==> src/rtl/ddr3_init_pkg.sv <==
package ddr3_init_pkg;

  // Command encoding on {chip select, row strobe, column strobe, write enable}
  typedef enum logic [3:0] {
    CMD_DES  = 4'b1111,
    CMD_NOP  = 4'b0111,
    CMD_MRS  = 4'b0000,
    CMD_ZQCL = 4'b0110
  } cmd_e;

  // Which interval the shared counter is loaded with
  typedef enum logic [2:0] {
    LD_ONE, LD_RST, LD_PWR, LD_CKS, LD_XPR, LD_MRD, LD_MOD, LD_ZQ
  } ld_e;

  // Strobes from control to datapath
  typedef struct packed {
    logic       load;
    ld_e        ldSel;
    logic       rstRelease;
    logic       clkEnOn;
    cmd_e       cmd;
    logic [1:0] mrIdx;
    logic       done;
  } strobe_t;

endpackage

==> src/rtl/ddr3_init_ctrl.sv <==
module ddr3_init_ctrl
  import ddr3_init_pkg::*;
(
  input  logic    clk,
  input  logic    rst,
  input  logic    cntZero,
  output strobe_t strb
);

  typedef enum logic [3:0] {
    S_RST, S_PWR, S_CKS, S_NOP, S_XPR,
    S_MR2, S_W2, S_MR3, S_W3, S_MR1, S_W1, S_MR0,
    S_MOD, S_ZQ, S_ZQW, S_DONE
  } state_e;

  state_e state, nextState;

  function automatic ld_e ldFor(state_e s);
    case (s)
      S_RST:             ldFor = LD_RST;
      S_PWR:             ldFor = LD_PWR;
      S_CKS:             ldFor = LD_CKS;
      S_XPR:             ldFor = LD_XPR;
      S_W2, S_W3, S_W1:  ldFor = LD_MRD;
      S_MOD:             ldFor = LD_MOD;
      S_ZQW:             ldFor = LD_ZQ;
      default:           ldFor = LD_ONE;
    endcase
  endfunction

  always_comb begin
    if (rst)
      nextState = S_RST;
    else if (cntZero && state != S_DONE)
      nextState = state_e'(state + 4'd1);
    else
      nextState = state;
  end

  always_ff @(posedge clk) begin
    if (rst) state <= S_RST;
    else     state <= nextState;
  end

  always_comb begin
    strb.load       = rst | cntZero;
    strb.ldSel      = ldFor(nextState);
    strb.rstRelease = (state != S_RST);
    strb.clkEnOn    = (state >= S_NOP);
    strb.done       = (state == S_DONE);
    strb.mrIdx      = 2'd0;
    case (state)
      S_NOP:   strb.cmd = CMD_NOP;
      S_MR2:   begin strb.cmd = CMD_MRS; strb.mrIdx = 2'd2; end
      S_MR3:   begin strb.cmd = CMD_MRS; strb.mrIdx = 2'd3; end
      S_MR1:   begin strb.cmd = CMD_MRS; strb.mrIdx = 2'd1; end
      S_MR0:   begin strb.cmd = CMD_MRS; strb.mrIdx = 2'd0; end
      S_ZQ:    strb.cmd = CMD_ZQCL;
      default: strb.cmd = CMD_DES;
    endcase
  end

  // a step is left only when the shared counter has run out
  a_r2_hold_until_zero: assert property (@(posedge clk) disable iff (rst)
    !cntZero |=> state == $past(state));

  // a restart request always lands in the reset step
  a_r10_restart: assert property (@(posedge clk)
    rst |=> state == S_RST);

endmodule

==> src/rtl/ddr3_init_dp.sv <==
module ddr3_init_dp
  import ddr3_init_pkg::*;
#(
  parameter int ADDR_W         = 16,
  parameter int RST_HOLD_CYC   = 13,
  parameter int PWRUP_CYC      = 62500,
  parameter int CLK_STABLE_CYC = 5,
  parameter int XPR_CYC        = 34,
  parameter int MRD_CYC        = 4,
  parameter int MOD_CYC        = 12,
  parameter int ZQINIT_CYC     = 512,
  parameter int DLLK_CYC       = 512,
  parameter bit TERM_NOM_ON    = 1'b1,
  parameter bit TERM_LEVEL     = 1'b0
) (
  input  logic              clk,
  input  logic              rst,
  input  strobe_t           strb,
  input  logic [ADDR_W-1:0] modeReg0,
  input  logic [ADDR_W-1:0] modeReg1,
  input  logic [ADDR_W-1:0] modeReg2,
  input  logic [ADDR_W-1:0] modeReg3,
  output logic              cntZero,
  output logic              memRstN,
  output logic              memClkEn,
  output logic              memTermEn,
  output logic [3:0]        memCmd,
  output logic [2:0]        memBank,
  output logic [ADDR_W-1:0] memAddr,
  output logic              initDone
);

  localparam int  ZQ_CYC  = (ZQINIT_CYC > DLLK_CYC) ? ZQINIT_CYC : DLLK_CYC;
  localparam int  MAX_A   = (RST_HOLD_CYC > PWRUP_CYC) ? RST_HOLD_CYC : PWRUP_CYC;
  localparam int  MAX_B   = (ZQ_CYC > XPR_CYC) ? ZQ_CYC : XPR_CYC;
  localparam int  MAX_C   = (MOD_CYC > CLK_STABLE_CYC) ? MOD_CYC : CLK_STABLE_CYC;
  localparam int  MAX_AB  = (MAX_A > MAX_B) ? MAX_A : MAX_B;
  localparam int  MAX_LEN = (MAX_AB > MAX_C) ? MAX_AB : MAX_C;
  localparam int  CNT_W   = $clog2(MAX_LEN + 1);
  localparam bit  TERM_VAL = TERM_NOM_ON ? 1'b0 : TERM_LEVEL;
  localparam int  ZQ_BIT   = 10;
  localparam int  DLLRST_BIT = 8;

  logic [CNT_W-1:0]  cnt, ldVal;
  logic [ADDR_W-1:0] mrLat [4];
  logic [ADDR_W-1:0] addrNext;
  logic [2:0]        bankNext;

  // Interval selection for the shared counter (command steps last one cycle)
  always_comb begin
    case (strb.ldSel)
      LD_RST:  ldVal = CNT_W'(RST_HOLD_CYC - 1);
      LD_PWR:  ldVal = CNT_W'(PWRUP_CYC - 1);
      LD_CKS:  ldVal = CNT_W'(CLK_STABLE_CYC - 1);
      LD_XPR:  ldVal = CNT_W'(XPR_CYC - 2);
      LD_MRD:  ldVal = CNT_W'(MRD_CYC - 2);
      LD_MOD:  ldVal = CNT_W'(MOD_CYC - 2);
      LD_ZQ:   ldVal = CNT_W'(ZQ_CYC - 2);
      default: ldVal = '0;
    endcase
  end

  always_ff @(posedge clk) begin
    if (strb.load) cnt <= ldVal;
    else           cnt <= cnt - 1'b1;
  end

  assign cntZero = (cnt == '0);

  // Mode words are captured while a restart is requested
  always_ff @(posedge clk) begin
    if (rst) begin
      mrLat[0] <= modeReg0;
      mrLat[1] <= modeReg1;
      mrLat[2] <= modeReg2;
      mrLat[3] <= modeReg3;
    end
  end

  always_comb begin
    addrNext = '0;
    bankNext = 3'b000;
    case (strb.cmd)
      CMD_MRS: begin
        bankNext = {1'b0, strb.mrIdx};
        addrNext = mrLat[strb.mrIdx];
        if (strb.mrIdx == 2'd1) addrNext[0] = 1'b0;
        if (strb.mrIdx == 2'd0) addrNext[DLLRST_BIT] = 1'b1;
      end
      CMD_ZQCL: addrNext[ZQ_BIT] = 1'b1;
      default: ;
    endcase
  end

  always_ff @(posedge clk) begin
    if (rst) begin
      memRstN   <= 1'b0;
      memClkEn  <= 1'b0;
      memTermEn <= TERM_VAL;
      memCmd    <= CMD_DES;
      memBank   <= 3'b000;
      memAddr   <= '0;
      initDone  <= 1'b0;
    end else begin
      memRstN   <= strb.rstRelease;
      memClkEn  <= strb.clkEnOn;
      memTermEn <= TERM_VAL;
      memCmd    <= strb.cmd;
      memBank   <= bankNext;
      memAddr   <= addrNext;
      initDone  <= strb.done;
    end
  end

  // Spacing tracker for the command-gap assertions
  logic [15:0] gapCnt;
  logic        prevMrs;
  always_ff @(posedge clk) begin
    if (rst) begin
      gapCnt  <= '0;
      prevMrs <= 1'b0;
    end else if (memCmd[3] == 1'b0) begin
      gapCnt  <= 16'd1;
      prevMrs <= (memCmd == CMD_MRS);
    end else if (gapCnt != 16'hFFFF) begin
      gapCnt  <= gapCnt + 16'd1;
    end
  end

  // the clock enable never rises while the device is held in reset
  a_r3_clken_after_reset: assert property (@(posedge clk) disable iff (rst)
    !memRstN |-> !memClkEn);

  // no command is selected while the clock enable is low
  a_r4_cmd_needs_clken: assert property (@(posedge clk) disable iff (rst)
    !memCmd[3] |-> memClkEn);

  // back-to-back mode-register writes keep the minimum spacing
  a_r5_mrd_spacing: assert property (@(posedge clk) disable iff (rst)
    (memCmd == CMD_MRS && prevMrs) |-> int'(gapCnt) >= MRD_CYC);

  // calibration follows a mode-register write after the update interval
  a_r7_mod_spacing: assert property (@(posedge clk) disable iff (rst)
    (memCmd == CMD_ZQCL) |-> (prevMrs && int'(gapCnt) >= MOD_CYC));

  // once complete, the sequence stays complete
  a_r8_done_sticky: assert property (@(posedge clk) disable iff (rst)
    initDone |=> initDone);

  // the termination control never moves
  a_r9_term_static: assert property (@(posedge clk) disable iff (rst)
    $stable(memTermEn));

endmodule

==> src/rtl/ddr3_init_seq.sv <==
module ddr3_init_seq
  import ddr3_init_pkg::*;
#(
  parameter int ADDR_W         = 16,
  parameter int CLK_PS         = 8000,
  parameter int RST_HOLD_CYC   = (100000 + CLK_PS - 1) / CLK_PS,
  parameter int PWRUP_CYC      = (500000000 + CLK_PS - 1) / CLK_PS,
  parameter int CLK_STABLE_CYC = ((10000 + CLK_PS - 1) / CLK_PS > 5) ?
                                 (10000 + CLK_PS - 1) / CLK_PS : 5,
  parameter int XPR_CYC        = 34,
  parameter int MRD_CYC        = 4,
  parameter int MOD_CYC        = 12,
  parameter int ZQINIT_CYC     = 512,
  parameter int DLLK_CYC       = 512,
  parameter bit TERM_NOM_ON    = 1'b1,
  parameter bit TERM_LEVEL     = 1'b0
) (
  input  logic              clk,
  input  logic              rst,
  input  logic [ADDR_W-1:0] modeReg0,
  input  logic [ADDR_W-1:0] modeReg1,
  input  logic [ADDR_W-1:0] modeReg2,
  input  logic [ADDR_W-1:0] modeReg3,
  output logic              memRstN,
  output logic              memClkEn,
  output logic              memTermEn,
  output logic              memChipSelN,
  output logic              memRowStrN,
  output logic              memColStrN,
  output logic              memWrEnN,
  output logic [2:0]        memBank,
  output logic [ADDR_W-1:0] memAddr,
  output logic              initDone
);

  strobe_t    strb;
  logic       cntZero;
  logic [3:0] memCmd;

  ddr3_init_ctrl ctrl_i (
    .clk     (clk),
    .rst     (rst),
    .cntZero (cntZero),
    .strb    (strb)
  );

  ddr3_init_dp #(
    .ADDR_W         (ADDR_W),
    .RST_HOLD_CYC   (RST_HOLD_CYC),
    .PWRUP_CYC      (PWRUP_CYC),
    .CLK_STABLE_CYC (CLK_STABLE_CYC),
    .XPR_CYC        (XPR_CYC),
    .MRD_CYC        (MRD_CYC),
    .MOD_CYC        (MOD_CYC),
    .ZQINIT_CYC     (ZQINIT_CYC),
    .DLLK_CYC       (DLLK_CYC),
    .TERM_NOM_ON    (TERM_NOM_ON),
    .TERM_LEVEL     (TERM_LEVEL)
  ) dp_i (
    .clk       (clk),
    .rst       (rst),
    .strb      (strb),
    .modeReg0  (modeReg0),
    .modeReg1  (modeReg1),
    .modeReg2  (modeReg2),
    .modeReg3  (modeReg3),
    .cntZero   (cntZero),
    .memRstN   (memRstN),
    .memClkEn  (memClkEn),
    .memTermEn (memTermEn),
    .memCmd    (memCmd),
    .memBank   (memBank),
    .memAddr   (memAddr),
    .initDone  (initDone)
  );

  assign {memChipSelN, memRowStrN, memColStrN, memWrEnN} = memCmd;

endmodule

==> config.mk <==
export PLATFORM = sky130hd
export DESIGN_NAME = ddr3_init_seq
export DESIGN_NICKNAME = d
export VERILOG_FILES = /design/src/rtl/ddr3_init_pkg.sv /design/src/rtl/ddr3_init_ctrl.sv /design/src/rtl/ddr3_init_dp.sv /design/src/rtl/ddr3_init_seq.sv
export SDC_FILE = /design/constraint.sdc
export NUM_CORES = 1
export LEC_CHECK = 0
export ABC_CLOCK_PERIOD_IN_PS = 4350
export BUFFER_PORTS_ARGS = -buffer_cell sky130_fd_sc_hd__buf_2
export CELL_PAD_IN_SITES_DETAIL_PLACEMENT = 0
export CELL_PAD_IN_SITES_GLOBAL_PLACEMENT = 1
export CORE_MARGIN = 2
export CORE_UTILIZATION = 44
export DETAILED_ROUTE_END_ITERATION = 8
export PLACE_DENSITY_LB_ADDON = 0.1
export SYNTH_ARGS = -nofsm -noshare
export SYNTH_HDL_FRONTEND = slang
export SYNTH_SLANG_ARGS = --single-unit
==> constraint.sdc <==
create_clock -name clk -period 4.35 [get_ports clk]
set_clock_uncertainty 0.1 [all_clocks]
set_input_delay 0.87 -clock clk [delete_from_list [all_inputs] [get_ports clk]]
set_output_delay 0.87 -clock clk [all_outputs]
set_load 0.01 [all_outputs]
==> results.sh, run 1 <==
export IMPL_status="completed"
export IMPL_slew_headroom=0.472
export IMPL_end_kind="flop"
export IMPL_cts_setup_buffers=0
export IMPL_synth_edff_count=62
export IMPL_grt_max_degree=65
export IMPL_multi_input_area_sq_um=1240
export IMPL_initial_core_util=0.448
export IMPL_placementRows=35
export IMPL_die_area_sq_um=10100
export IMPL_timing_fmax_ghz=0.319
export IMPL_grt_antenna_before_repair=0
export IMPL_cp_cell_sequence="inv_1 -> ha_1 -> or4b_1 -> nor4_4 -> nand3_1 -> a21o_1 -> ha_1 -> nor4_1 -> nand3_1 -> o211ai_1"
export IMPL_worstReg2RegStart="dp_i.cnt[0]$_DFF_P_"
export IMPL_grt_total_usage=0.172
export IMPL_netlist_area_sq_um=4080
export IMPL_critPathArrivalTime_ns=3.31
export IMPL_firstDrtPassIters=4
export IMPL_viasPerCell=5.28
export IMPL_hpwl_microns=5510
export IMPL_p_leak_uw=0.00193
export IMPL_hold_viol_final=0
export IMPL_ys_seq_area_frac=0.672
export IMPL_topRoutingLayerUsed="met4"
export IMPL_nFillCells=841
export IMPL_drt_iter0_drc=142
export IMPL_numCtsBuffers=9
export IMPL_cts_num_sinks=106
export IMPL_ys_types=51
export IMPL_fin_crit_sh=0.720
export IMPL_rsz0062_at_grt="no"
export IMPL_ant_nets=0
export IMPL_synthArstFlopShare=0
export IMPL_met2_length_microns=4030
export IMPL_ctsResizeCount=0
export IMPL_drt_met1_wl_microns=3550
export IMPL_setup_worst_path_class="reg2reg"
export IMPL_synth_main_ff_cell="edfxtp_1"
export IMPL_slew_violations=0
export IMPL_diodes=0
export IMPL_postCtsHoldBufs=0
export IMPL_worstPathMaxFanout=8
export IMPL_finalSetupTns_ns=0
export IMPL_yosysWarnings=0
export IMPL_min_delay_start="dp_i.mrLat[0][11]$_DFFE_PP_"
export IMPL_wl_microns=8220
export IMPL_fin_nets=470
export IMPL_hold_class="reg2reg"
export IMPL_wire_per_inst_microns=16.0
export IMPL_p_clk_frac=0.304
export IMPL_max_cap_viol_count=0
export IMPL_met3WireLength_microns=549
export IMPL_grt_ovfl_total=0
export IMPL_seqPwrFrac=0.614
export IMPL_cp_required_ns=4.53
export IMPL_p_total_uw=1890
export IMPL_combPwrFrac=0.082
export IMPL_r2r_cells=10
export IMPL_cts_tree="done"
export IMPL_period_needed_ns=3.13
export IMPL_grt_pass1_wl_microns=13100
export IMPL_areaGrowthSynthToFinish_pct=18.0
export IMPL_boundaryPins=93
export IMPL_r2r_end="dp_i.cnt[1]$_DFF_P_"
export IMPL_power_per_cell_area_nw_per_um2=393
export IMPL_clockRootBuffer="clkbuf_8"
export IMPL_r2r_slack_ns=1.22
export IMPL_grt_pass1_vias=2661
export IMPL_cts_reportedPaths_clkPinSlew_ns=0.10
export IMPL_tightest_slew_ns=0.793
export IMPL_clockBufferDepth=2
export IMPL_drc=0
export IMPL_gp_congestion=0.744
export IMPL_min_to="dp_i.memAddr[11]$_SDFF_PP0_"
export IMPL_clk_latency_ns=0.37
export IMPL_intPower_uw=1430
export IMPL_postSynthCellCount=310
export IMPL_slowest_stage="or4b_1"
export IMPL_dp_cells=499
export IMPL_fin_cells=515
export IMPL_htreeDepth=3
export IMPL_core_area_sq_um=9110
export IMPL_switching_share=0.245
export IMPL_cpPeakStageDelay_ns=0.50
export IMPL_postSynthAreaPerCell_sq_um=13.2
export IMPL_ir_drop_uv=198
export IMPL_setup_viol_count_final=0
export IMPL_num_vias=2719
export IMPL_switching_power_uw=464
export IMPL_seqCellArea_sq_um=2740
export IMPL_die_w_microns=100
export IMPL_numPortBuffers=88
export IMPL_die_h_microns=100
export IMPL_critPathLaunchType="flop"
export IMPL_hold_path_cell_count=2
export IMPL_drive_above_1_share=0.329
export IMPL_synth_seq_cells=106
[area by class of cell]
| type | count | area share |
|---|---|---|
| Inverter | 7 | 0.00546 |
| Clock buffer | 10 | 0.0265 |
| Timing Repair Buffer | 93 | 0.0992 |
| Tap cell | 111 | 0.0288 |
| Multi-Input combinational cell | 182 | 0.258 |
| Clock inverter | 6 | 0.0127 |
| Sequential cell | 106 | 0.569 |
[power by group through the flow]
stage	sequential [uW]	clock (uW)	combinational, uW
after global placement	1180	0	154
after global routing	1170	647	173
final	1160	575	154
after CTS	1160	602	156
after floorplan	1180	0	99.8
after detailed placement	1190	0	155
[metrics by stage]
step	setup WS [ns]	instance area [sq um]	hold slack [ns]	util
final	1.22	4820	0.398	0.529
after global routing	0.962	4820	0.443	0.529
after CTS	1.21	4820	0.407	0.529
after detailed placement	1.24	4630	0.380	0.508
after global placement	1.24	4630	0.364	0.508
after floorplan	1.67	4090	0.361	-
[state kept, by name, summed over array words and instances, names as in the netlist]
name,flops
dp_i.mrLat,62
dp_i.cnt,16
dp_i.memAddr,16
ctrl_i.state,4
dp_i.memCmd,3
dp_i.memBank,2
dp_i.initDone,1
dp_i.memClkEn,1
dp_i.memRstN,1
[cell families (layout without fill, tap and decap cells)]
| logic type | count (synthesis) | count (layout) | synth area share |
|---|---|---|---|
| and+or+nand+nor | 89 | 89 | 0.115 |
| xor gates and xnor gates | 15 | 15 | 0.0322 |
| AOI/OAI and AO/OA | 56 | 56 | 0.0987 |
| other | 1 | 2 | 0.000919 |
| adders and majority gates | 5 | 5 | 0.0153 |
| DFF | 106 | 106 | 0.672 |
| buffers and inverters | 23 | 116 | 0.0251 |
| muxes | 15 | 15 | 0.0414 |
[synthesized netlist by cell type, types with 2 or more instances]
library cell / count / area [sq um]
dfxtp_1: 44 / 881
nor4_1: 5 / 31.3
nand2_1: 11 / 41.3
nor3_1: 8 / 40.0
nand4_1: 2 / 12.5
nand3_1: 7 / 35.0
a21oi_1: 9 / 45.0
nor3b_1: 2 / 15.0
o21ai_0: 16 / 80.1
mux2_2: 15 / 169
clkbuf_1: 9 / 33.8
a211oi_1: 2 / 15.0
a222oi_1: 13 / 130
xor2_1: 8 / 70.1
nor2_1: 34 / 128
a22oi_1: 2 / 15.0
xnor2_1: 7 / 61.3
o211ai_1: 2 / 15.0
or3_1: 6 / 37.5
inv_1: 6 / 22.5
buf_4: 3 / 22.5
a21o_1: 2 / 15.0
ha_1: 5 / 62.6
edfxtp_1: 62 / 1860
buf_2: 4 / 20.0
[routing by layer]
metal,vias to the layer above,track usage
li1,1343,-
met1,1292,0.211
met2,73,0.283
met3,11,0.0648
met4,0,0.0558
met5,-,0
[worst max-delay path by stage]
stage | startpoint | to | cells after the start | slack (ns)
finish | dp_i.cnt[0]$_DFF_P_ | dp_i.cnt[1]$_DFF_P_ | 10 | 1.22
global route | dp_i.cnt[0]$_DFF_P_ | dp_i.cnt[1]$_DFF_P_ | 10 | 0.96
CTS | dp_i.cnt[0]$_DFF_P_ | dp_i.cnt[1]$_DFF_P_ | 10 | 1.21
detailed placement | dp_i.cnt[0]$_DFF_P_ | dp_i.cnt[1]$_DFF_P_ | 10 | 1.24
global placement | dp_i.cnt[0]$_DFF_P_ | dp_i.cnt[1]$_DFF_P_ | 10 | 1.24
floorplan | dp_i.cnt[0]$_DFF_P_ | dp_i.cnt[1]$_DFF_P_ | 10 | 1.67
[critical path, delay by kind of cell (launching register included)]
kind                       cells  cell delay [ns]
and+or+nand+nor                5             1.54
buffers and inverters          1             0.06
adders and majority gates      2             0.58
DFF                            1             0.35
AOI/OAI and AO/OA              2             0.42
[layout by cell type (no fill, tap or decap), types with 2 or more instances in the layout]
cell type  count
a211oi_1       2
a21o_1         2
a21oi_1        9
a222oi_1      13
a22oi_1        2
buf_2         88
buf_4          5
clkbuf_8       9
conb_1         2
dfxtp_1       44
edfxtp_1      62
ha_1           5
inv_1          6
inv_6          2
mux2_2        15
nand2_1       11
nand3_1        7
nand4_1        2
nor2_1        34
nor3_1         8
nor3b_1        2
nor4_1         5
o211ai_1       2
o21ai_0       16
or3_1          6
xnor2_1        7
xor2_1         8
Note: power is estimated with default switching activity, not from simulation.
==> inputs of run 2 (changes only) <==
--- a/config.mk
+++ b/config.mk
@@ -5,12 +5,13 @@
 export SDC_FILE = /design/constraint.sdc
 export NUM_CORES = 1
 export LEC_CHECK = 0
-export ABC_CLOCK_PERIOD_IN_PS = 4350
+export ABC_AREA = 1
+export ABC_CLOCK_PERIOD_IN_PS = 2600
 export BUFFER_PORTS_ARGS = -buffer_cell sky130_fd_sc_hd__buf_2
 export CELL_PAD_IN_SITES_DETAIL_PLACEMENT = 0
 export CELL_PAD_IN_SITES_GLOBAL_PLACEMENT = 1
 export CORE_MARGIN = 2
-export CORE_UTILIZATION = 44
+export CORE_UTILIZATION = 38
 export DETAILED_ROUTE_END_ITERATION = 8
 export PLACE_DENSITY_LB_ADDON = 0.1
 export SYNTH_ARGS = -nofsm -noshare
==> constraint.sdc (replaced) <==
create_clock -name clk -period 2.6 [get_ports clk]
set_clock_uncertainty 0.1 [all_clocks]
set_input_delay 0.52 -clock clk [delete_from_list [all_inputs] [get_ports clk]]
set_output_delay 0.52 -clock clk [all_outputs]
set_load 0.01 [all_outputs]
==> run 2 against run 1 <==
Against the previous run: total power is 150% higher; combinational power grew to 6.8 times the previous value; utilization down 5.1 points; critical path type unchanged; synthesized cell count is 24% higher; die area grew 21%; clock power grew to 2.6 times the previous value.
==> results.sh, run 2 <==
export IMPL_hpwl_microns=6280
export IMPL_biggestRegsByFlops="dp_i.mrLat x62, dp_i.cnt x16, dp_i.memAddr x16"
export IMPL_hold_class="in2reg"
export IMPL_core_area_sq_um=10900
export IMPL_placementRows=38
export IMPL_clockBufferDepth=2
export IMPL_fin_nets=551
export IMPL_grt_total_usage=0.160
export IMPL_critPathArrivalTime_ns=2.54
export IMPL_ir_drop_uv=512
export IMPL_tightest_slew_ns=0.852
export IMPL_critPathLaunchType="flop"
export IMPL_die_h_microns=110
export IMPL_synth_most_common_cell="edfxtp_1"
export IMPL_initial_core_util=0.392
export IMPL_cp_required_ns=2.78
export IMPL_wire_per_inst_microns=14.6
export IMPL_largest_reg_flops=62
export IMPL_synth_edff_count=62
export IMPL_yosysTopAreaCellShare=0.435
export IMPL_clockRootBuffer="clkbuf_16"
export IMPL_nFillCells=1032
export IMPL_cts_reportedPaths_clkPinSlew_ns=0.07
export IMPL_dp_cells=609
export IMPL_slew_headroom=0.431
export IMPL_p_leak_uw=0.00220
export IMPL_r2r_cells=13
export IMPL_ant_nets=0
export IMPL_diodes=0
export IMPL_synth_main_ff_cell="edfxtp_1"
export IMPL_grt_pass1_vias=2901
export IMPL_slew_violations=0
export IMPL_num_vias=2953
export IMPL_grt_max_degree=38
export IMPL_numPortBuffers=88
export IMPL_setup_viol_count_final=0
export IMPL_rsz0062_at_grt="no"
export IMPL_postSynthCellCount=384
export IMPL_wl_microns=9100
export IMPL_status="completed"
export IMPL_hold_path_cell_count=1
export IMPL_clk_latency_ns=0.34
export IMPL_gp_congestion=0.743
export IMPL_numCtsBuffers=9
export IMPL_setup_worst_path_start="dp_i.cnt[0]$_DFF_P_"
export IMPL_drc=0
export IMPL_grt_antenna_before_repair=0
export IMPL_synth_top_cell_by_area="edfxtp_1"
export IMPL_viasPerCell=4.72
export IMPL_placed_cell_area_sq_um=4880
export IMPL_die_w_microns=110
export IMPL_period_needed_ns=2.35
export IMPL_synth_seq_cells=106
export IMPL_final_common_cell="buf_2"
export IMPL_drt_iter0_drc=152
export IMPL_r2r_end="dp_i.cnt[15]$_DFF_P_"
export IMPL_regMostFlops="dp_i.mrLat"
export IMPL_htreeDepth=3
export IMPL_final_cell_mix="88 x buf_2, 62 x edfxtp_1, 59 x nand2_1"
export IMPL_hold_viol_final=0
export IMPL_boundaryPins=93
export IMPL_grt_pass1_wl_microns=14400
export IMPL_cts_tree="done"
export IMPL_fin_cells=625
export IMPL_worstReg2RegStart="dp_i.cnt[0]$_DFF_P_"
export IMPL_ys_seq_area_frac=0.641
export IMPL_firstDrtPassIters=4
export IMPL_postSynthAreaPerCell_sq_um=11.2
export IMPL_design_area_sq_um=5220
export IMPL_drive_above_1_share=0.324
export IMPL_netlist_area_sq_um=4280
export IMPL_cts_num_sinks=106
export IMPL_max_cap_viol_count=0
export IMPL_fin_util=0.478
export IMPL_timing_fmax_ghz=0.425
export IMPL_fin_crit_sh=0.905
export IMPL_end_kind="flop"
export IMPL_setup_worst_path_class="reg2reg"
export IMPL_critPathCapture="dp_i.cnt[15]$_DFF_P_"
export IMPL_synthArstFlopShare=0
export IMPL_power_per_cell_area_nw_per_um2=889
export IMPL_yosysWarnings=0
export IMPL_synth_common_cells="62 x edfxtp_1, 59 x nand2_1, 44 x dfxtp_1"
export IMPL_worstPathMaxFanout=6
export IMPL_grt_ovfl_total=0
export IMPL_synth_area_leaders="edfxtp_1 43%, dfxtp_1 21%, nand2_1 5.2%, nor2_1 3.7%, o21ai_0 3.0%"
export IMPL_ys_types=40
export IMPL_finalSetupTns_ns=0
export IMPL_die_area_sq_um=12100
export IMPL_r2r_slack_ns=0.25
export IMPL_areaGrowthSynthToFinish_pct=22.0
==> run 2: cell types whose count changed after synthesis, moves of 10 or more <==
cell / before / now
nand2_1: 11 / 59
o21ai_0: 16 / 26
inv_1: 6 / 20
a222oi_1: 13 / 0
mux2_2: 15 / 0
a31oi_1: 0 / 10
==> run 2: how the worst min path moves through the flow <==
stage | from | endpoint | slack (ns)
2_1_floorplan | dp_i.cnt[0]$_DFF_P_ | dp_i.cnt[0]$_DFF_P_ | 0.35
3_3_place_gp | dp_i.cnt[0]$_DFF_P_ | dp_i.cnt[0]$_DFF_P_ | 0.37
3_5_place_dp | dp_i.cnt[0]$_DFF_P_ | dp_i.cnt[0]$_DFF_P_ | 0.37
4_1_cts | modeReg1[2] | dp_i.mrLat[1][2]$_DFFE_PP_ | 0.24
5_1_grt | modeReg3[8] | dp_i.mrLat[3][8]$_DFFE_PP_ | 0.23
6_report | modeReg1[1] | dp_i.mrLat[1][1]$_DFFE_PP_ | 0.25
==> run 2: report_power, final <==
part           internal (uW)  switching [uW]  total [uW]  leakage (uW)
Sequential              1980             136        2120      0.000964
Combinational            377             668        1040       0.00109
Clock                    855             627        1480      0.000156
==> run 2: repair_timing <==
item / in CTS / in global routing
hold buffers: 0 / 0
buffers inserted: 0 / 0
gates resized for setup: 0 / 4
hold endpoints to repair: 0 / 0
endpoints found under the setup margin: 0 / 14
==> run 2: critical path, cell delays in order, from the launching register on <==
cell	delay [ns]
dfxtp_1	0.34
inv_1	0.06
ha_1	0.24
nand2_4	0.12
nor2_4	0.16
nand3_2	0.11
nand2_1	0.11
nand3_2	0.16
ha_1	0.33
inv_1	0.07
nand3_1	0.08
nand2_2	0.14
nand4_4	0.17
nand2_1	0.11
==> run 2: layout make-up <==
| cell class | instances | area (sq um) | area share |
|---|---|---|---|
| multi-input combinational | 240 | 1380 | 0.264 |
| inverter | 28 | 108 | 0.0206 |
| tap | 140 | 175 | 0.0335 |
| clock buffer | 9 | 225 | 0.0431 |
| clock inverter | 7 | 100 | 0.0192 |
| sequential | 106 | 2740 | 0.525 |
| timing repair buffer | 95 | 493 | 0.0944 |
==> run 2: per-stage QoR <==
stage                     worst slack (ns)  power, uW  hold slack (ns)
after CTS                            0.149       4680            0.239
final                                0.247       4650            0.246
after global routing                0.0204       4930            0.225
after floorplan                      0.464       2940            0.350
after detailed placement             0.173       3190            0.373
after global placement               0.187       3180            0.367
==> run 2: cell families after synthesis <==
group                      after synthesis  synth area share
other                                    1          0.000876
DFF                                    106             0.641
buffers and inverters                   39            0.0412
xor gates and xnor gates                 5            0.0102
adders and majority gates                5            0.0146
and+or+nand+nor                        153             0.184
AOI/OAI and AO/OA                       75             0.109
==> run 2: per-layer routing <==
| layer | part of all wire | GRT usage | wire length [microns] |
|---|---|---|---|
| met2 | 0.47 | 0.263 | 4300 |
| met3 | 0.057 | 0.0511 | 515 |
| met5 | 0 | 0 | 0 |
| met1 | 0.46 | 0.205 | 4220 |
| met4 | 0.0077 | 0.0393 | 70 |
==> inputs of run 3 (changes only) <==
--- a/config.mk
+++ b/config.mk
@@ -11,9 +11,10 @@
 export CELL_PAD_IN_SITES_DETAIL_PLACEMENT = 0
 export CELL_PAD_IN_SITES_GLOBAL_PLACEMENT = 1
 export CORE_MARGIN = 2
-export CORE_UTILIZATION = 38
+export CORE_UTILIZATION = 37
 export DETAILED_ROUTE_END_ITERATION = 8
 export PLACE_DENSITY_LB_ADDON = 0.1
 export SYNTH_ARGS = -nofsm -noshare
 export SYNTH_HDL_FRONTEND = slang
+export SYNTH_HIERARCHICAL = 1
 export SYNTH_SLANG_ARGS = --single-unit
==> run 3 against run 2 <==
Against the previous run: largest power group unchanged; via count rose by 7.2%; fmax is 6.5% lower; flip-flop and latch count up 1; utilization grew 0.29 points; die area is 2.3% higher; synthesized area down 0.35%; total power is 10% higher; hold slack lost 0.0043 ns; combinational power up 49%; critical endpoint is now dp_i/cnt[5]$_DFF_P_; wire length grew 5.4%; clock power is 4% lower.
==> results.sh, run 3 <==
export IMPL_synthArstFlopShare=0
export IMPL_critPathArrivalTime_ns=2.65
export IMPL_htreeDepth=3
export IMPL_slew_violations=0
export IMPL_setup_worst_path_start="dp_i/cnt[0]$_DFF_P_"
export IMPL_rsz0062_at_grt="yes"
export IMPL_synth_most_common_cell="nand2_1"
export IMPL_grt_total_usage=0.160
export IMPL_synth_seq_cells=107
export IMPL_tightest_slew_ns=0.511
export IMPL_worst_slack_ns=0.0840
export IMPL_cts_reportedPaths_clkPinSlew_ns=0.07
export IMPL_power_per_cell_area_nw_per_um2=943
export IMPL_biggestRegsByFlops="dp_i/mrLat x62, dp_i/cnt x16, dp_i/memAddr x16"
export IMPL_worstReg2RegStart="dp_i/cnt[0]$_DFF_P_"
export IMPL_fin_nets=610
export IMPL_ant_nets=0
export IMPL_ys_types=29
export IMPL_synth_area_leaders="edfxtp_1 44%, dfxtp_1 21%, nand2_1 8.4%, nor2_1 5.9%, inv_1 3.0%"
export IMPL_core_area_sq_um=11300
export IMPL_firstDrtPassIters=5
export IMPL_slew_headroom=0.660
export IMPL_regMostFlops="dp_i/mrLat"
export IMPL_numPortBuffers=88
export IMPL_drt_iter0_drc=203
export IMPL_netlist_area_sq_um=4270
export IMPL_nFillCells=1121
export IMPL_finalSetupTns_ns=0
export IMPL_synth_common_cells="95 x nand2_1, 67 x nor2_1, 62 x edfxtp_1"
export IMPL_drive_above_1_share=0.333
export IMPL_final_common_cell="buf_2"
export IMPL_hpwl_microns=6550
export IMPL_diodes=0
export IMPL_hold_class="in2reg"
export IMPL_grt_pass1_vias=3056
export IMPL_viasPerCell=4.61
export IMPL_cts_num_sinks=107
export IMPL_boundaryPins=93
export IMPL_synth_top_cell_by_area="edfxtp_1"
export IMPL_max_cap_viol_count=0
export IMPL_setup_worst_path_class="reg2reg"
export IMPL_fin_crit_sh=0.968
export IMPL_p_total_uw=5130
export IMPL_postSynthCellCount=424
export IMPL_die_area_sq_um=12400
export IMPL_end_kind="flop"
export IMPL_final_cell_mix="88 x buf_2, 84 x nand2_1, 63 x nor2_1"
export IMPL_numCtsBuffers=9
export IMPL_hold_viol_final=0
export IMPL_cts_tree="done"
export IMPL_num_vias=3166
export IMPL_switching_share=0.318
export IMPL_grt_max_degree=41
export IMPL_yosysWarnings=6
export IMPL_grt_pass1_wl_microns=15200
export IMPL_critPathLaunchType="flop"
export IMPL_grt_ovfl_total=0
export IMPL_seqPwrFrac=0.421
export IMPL_largest_reg_flops=62
export IMPL_setup_viol_count_final=0
export IMPL_clockRootBuffer="clkbuf_16"
export IMPL_p_leak_uw=0.00241
export IMPL_initial_core_util=0.377
export IMPL_status="completed"
export IMPL_r2r_slack_ns=0.08
export IMPL_timing_fmax_ghz=0.397
export IMPL_die_h_microns=111
export IMPL_clockBufferDepth=2
export IMPL_yosysTopAreaCellShare=0.436
export IMPL_areaGrowthSynthToFinish_pct=27.5
export IMPL_combPwrFrac=0.302
export IMPL_synth_edff_count=62
export IMPL_r2r_end="dp_i/cnt[5]$_DFF_P_"
export IMPL_wire_per_inst_microns=14.0
export IMPL_drc=0
export IMPL_ir_drop_uv=542
export IMPL_placementRows=39
export IMPL_place_ws_ns=-0.121
export IMPL_intPower_uw=3500
export IMPL_p_clk_frac=0.277
export IMPL_cp_required_ns=2.74
export IMPL_die_w_microns=111
export IMPL_r2r_cells=21
export IMPL_ys_seq_area_frac=0.648
export IMPL_synth_main_ff_cell="edfxtp_1"
export IMPL_grt_antenna_before_repair=0
export IMPL_clk_latency_ns=0.35
export IMPL_postSynthAreaPerCell_sq_um=10.1
export IMPL_wl_microns=9590
export IMPL_worstPathMaxFanout=4
export IMPL_critPathCapture="dp_i/cnt[5]$_DFF_P_"
export IMPL_gp_congestion=0.763
export IMPL_switching_power_uw=1630
export IMPL_period_needed_ns=2.52
[run 3: changes by cell type after synthesis, sizes merged, moves of 3 or more]
| cell | change |
|---|---|
| nand2 | +26 |
| nor2 | +20 |
| inv | +15 |
| a21oi | -7 |
| o21bai | -7 |
| a22oi | -5 |
| a31oi | +3 |
| buf | +3 |
| nor3 | -3 |
| o21ai | -3 |
| or2 | +3 |
[run 3: layout make-up]
| type | instances | area [sq um] | share of cell area |
|---|---|---|---|
| Multi-Input combinational cell | 265 | 1370 | 0.253 |
| Tap cell | 143 | 179 | 0.0329 |
| Sequential cell | 107 | 2760 | 0.508 |
| Timing Repair Buffer | 115 | 654 | 0.120 |
| Inverter | 41 | 156 | 0.0287 |
| Clock inverter | 4 | 56.3 | 0.0103 |
| Clock buffer | 12 | 256 | 0.0471 |
[run 3: power groups by stage]
stage,Clock [uW],Combinational [uW],Sequential (uW)
6_report,1420,1550,2160
5_1_grt,1530,1790,2190
3_3_place_gp,0,1430,2190
4_1_cts,1470,1460,2160
3_5_place_dp,0,1450,2190
2_1_floorplan,0,964,2180
[run 3: kinds of logic (layout without fill, tap and decap cells)]
kind of cell	Yosys count	after routing	share of synthesized area
simple gates	200	200	0.206
buf+inv	53	172	0.0566
fa+ha+maj	5	5	0.0147
compound gates	56	56	0.0707
xor+xnor	2	2	0.00411
other cells	1	2	0.000879
flops	107	107	0.648
[run 3: per-stage QoR]
stage | area (sq um) | util | hold WS (ns) | cells
after floorplan | 4320 | - | 0.337 | 425
after global placement | 5050 | 0.446 | 0.391 | 669
after detailed placement | 5050 | 0.446 | 0.366 | 669
after CTS | 5360 | 0.474 | 0.225 | 685
after global routing | 5440 | 0.481 | 0.217 | 687
final | 5440 | 0.481 | 0.242 | 687
[run 3: worst min path at each step]
stage                          startpoint                           to  slack, ns  depth (start not counted)
2_1_floorplan         dp_i/cnt[0]$_DFF_P_          dp_i/cnt[0]$_DFF_P_       0.34                          1
6_report                     modeReg0[14]  dp_i/mrLat[0][14]$_DFFE_PP_       0.24                          1
4_1_cts                       modeReg2[4]   dp_i/mrLat[2][4]$_DFFE_PP_       0.22                          1
3_3_place_gp   dp_i/mrLat[0][0]$_DFFE_PP_   dp_i/memAddr[0]$_SDFF_PP0_       0.39                          2
3_5_place_dp   dp_i/mrLat[0][0]$_DFFE_PP_   dp_i/memAddr[0]$_SDFF_PP0_       0.37                          2
5_1_grt                       modeReg2[4]   dp_i/mrLat[2][4]$_DFFE_PP_       0.22                          1
[run 3: worst max-delay path: stages, from the launching register on]
cell     delay [ns]
dfxtp_2        0.32
inv_2          0.07
ha_4           0.14
nand3_4        0.08
nor2_4         0.12
nand2_2        0.09
nor4_4         0.20
buf_4          0.18
nand2_2        0.06
nor2_2         0.16
nor2_4         0.07
inv_2          0.08
nand2_2        0.04
nand2_1        0.05
nand2_1        0.05
nand2_2        0.08
inv_2          0.06
or2_4          0.24
inv_2          0.06
o21ai_0        0.07
inv_1          0.06
nand2_1        0.04
[run 3: per-layer routing]
metal  GRT usage  routed length (microns)
met1       0.202                     4430
met2       0.265                     4640
met3      0.0501                      416
met4      0.0494                      108
met5           0                        0
[run 3: what timing repair did]
item | in CTS | in global routing
cloned | 0 | 0
setup endpoints to repair | 13 | 14
pin swaps | 4 | 10
hold buffers | 0 | 0
buffers inserted | 0 | 2
resized for setup | 3 | 25
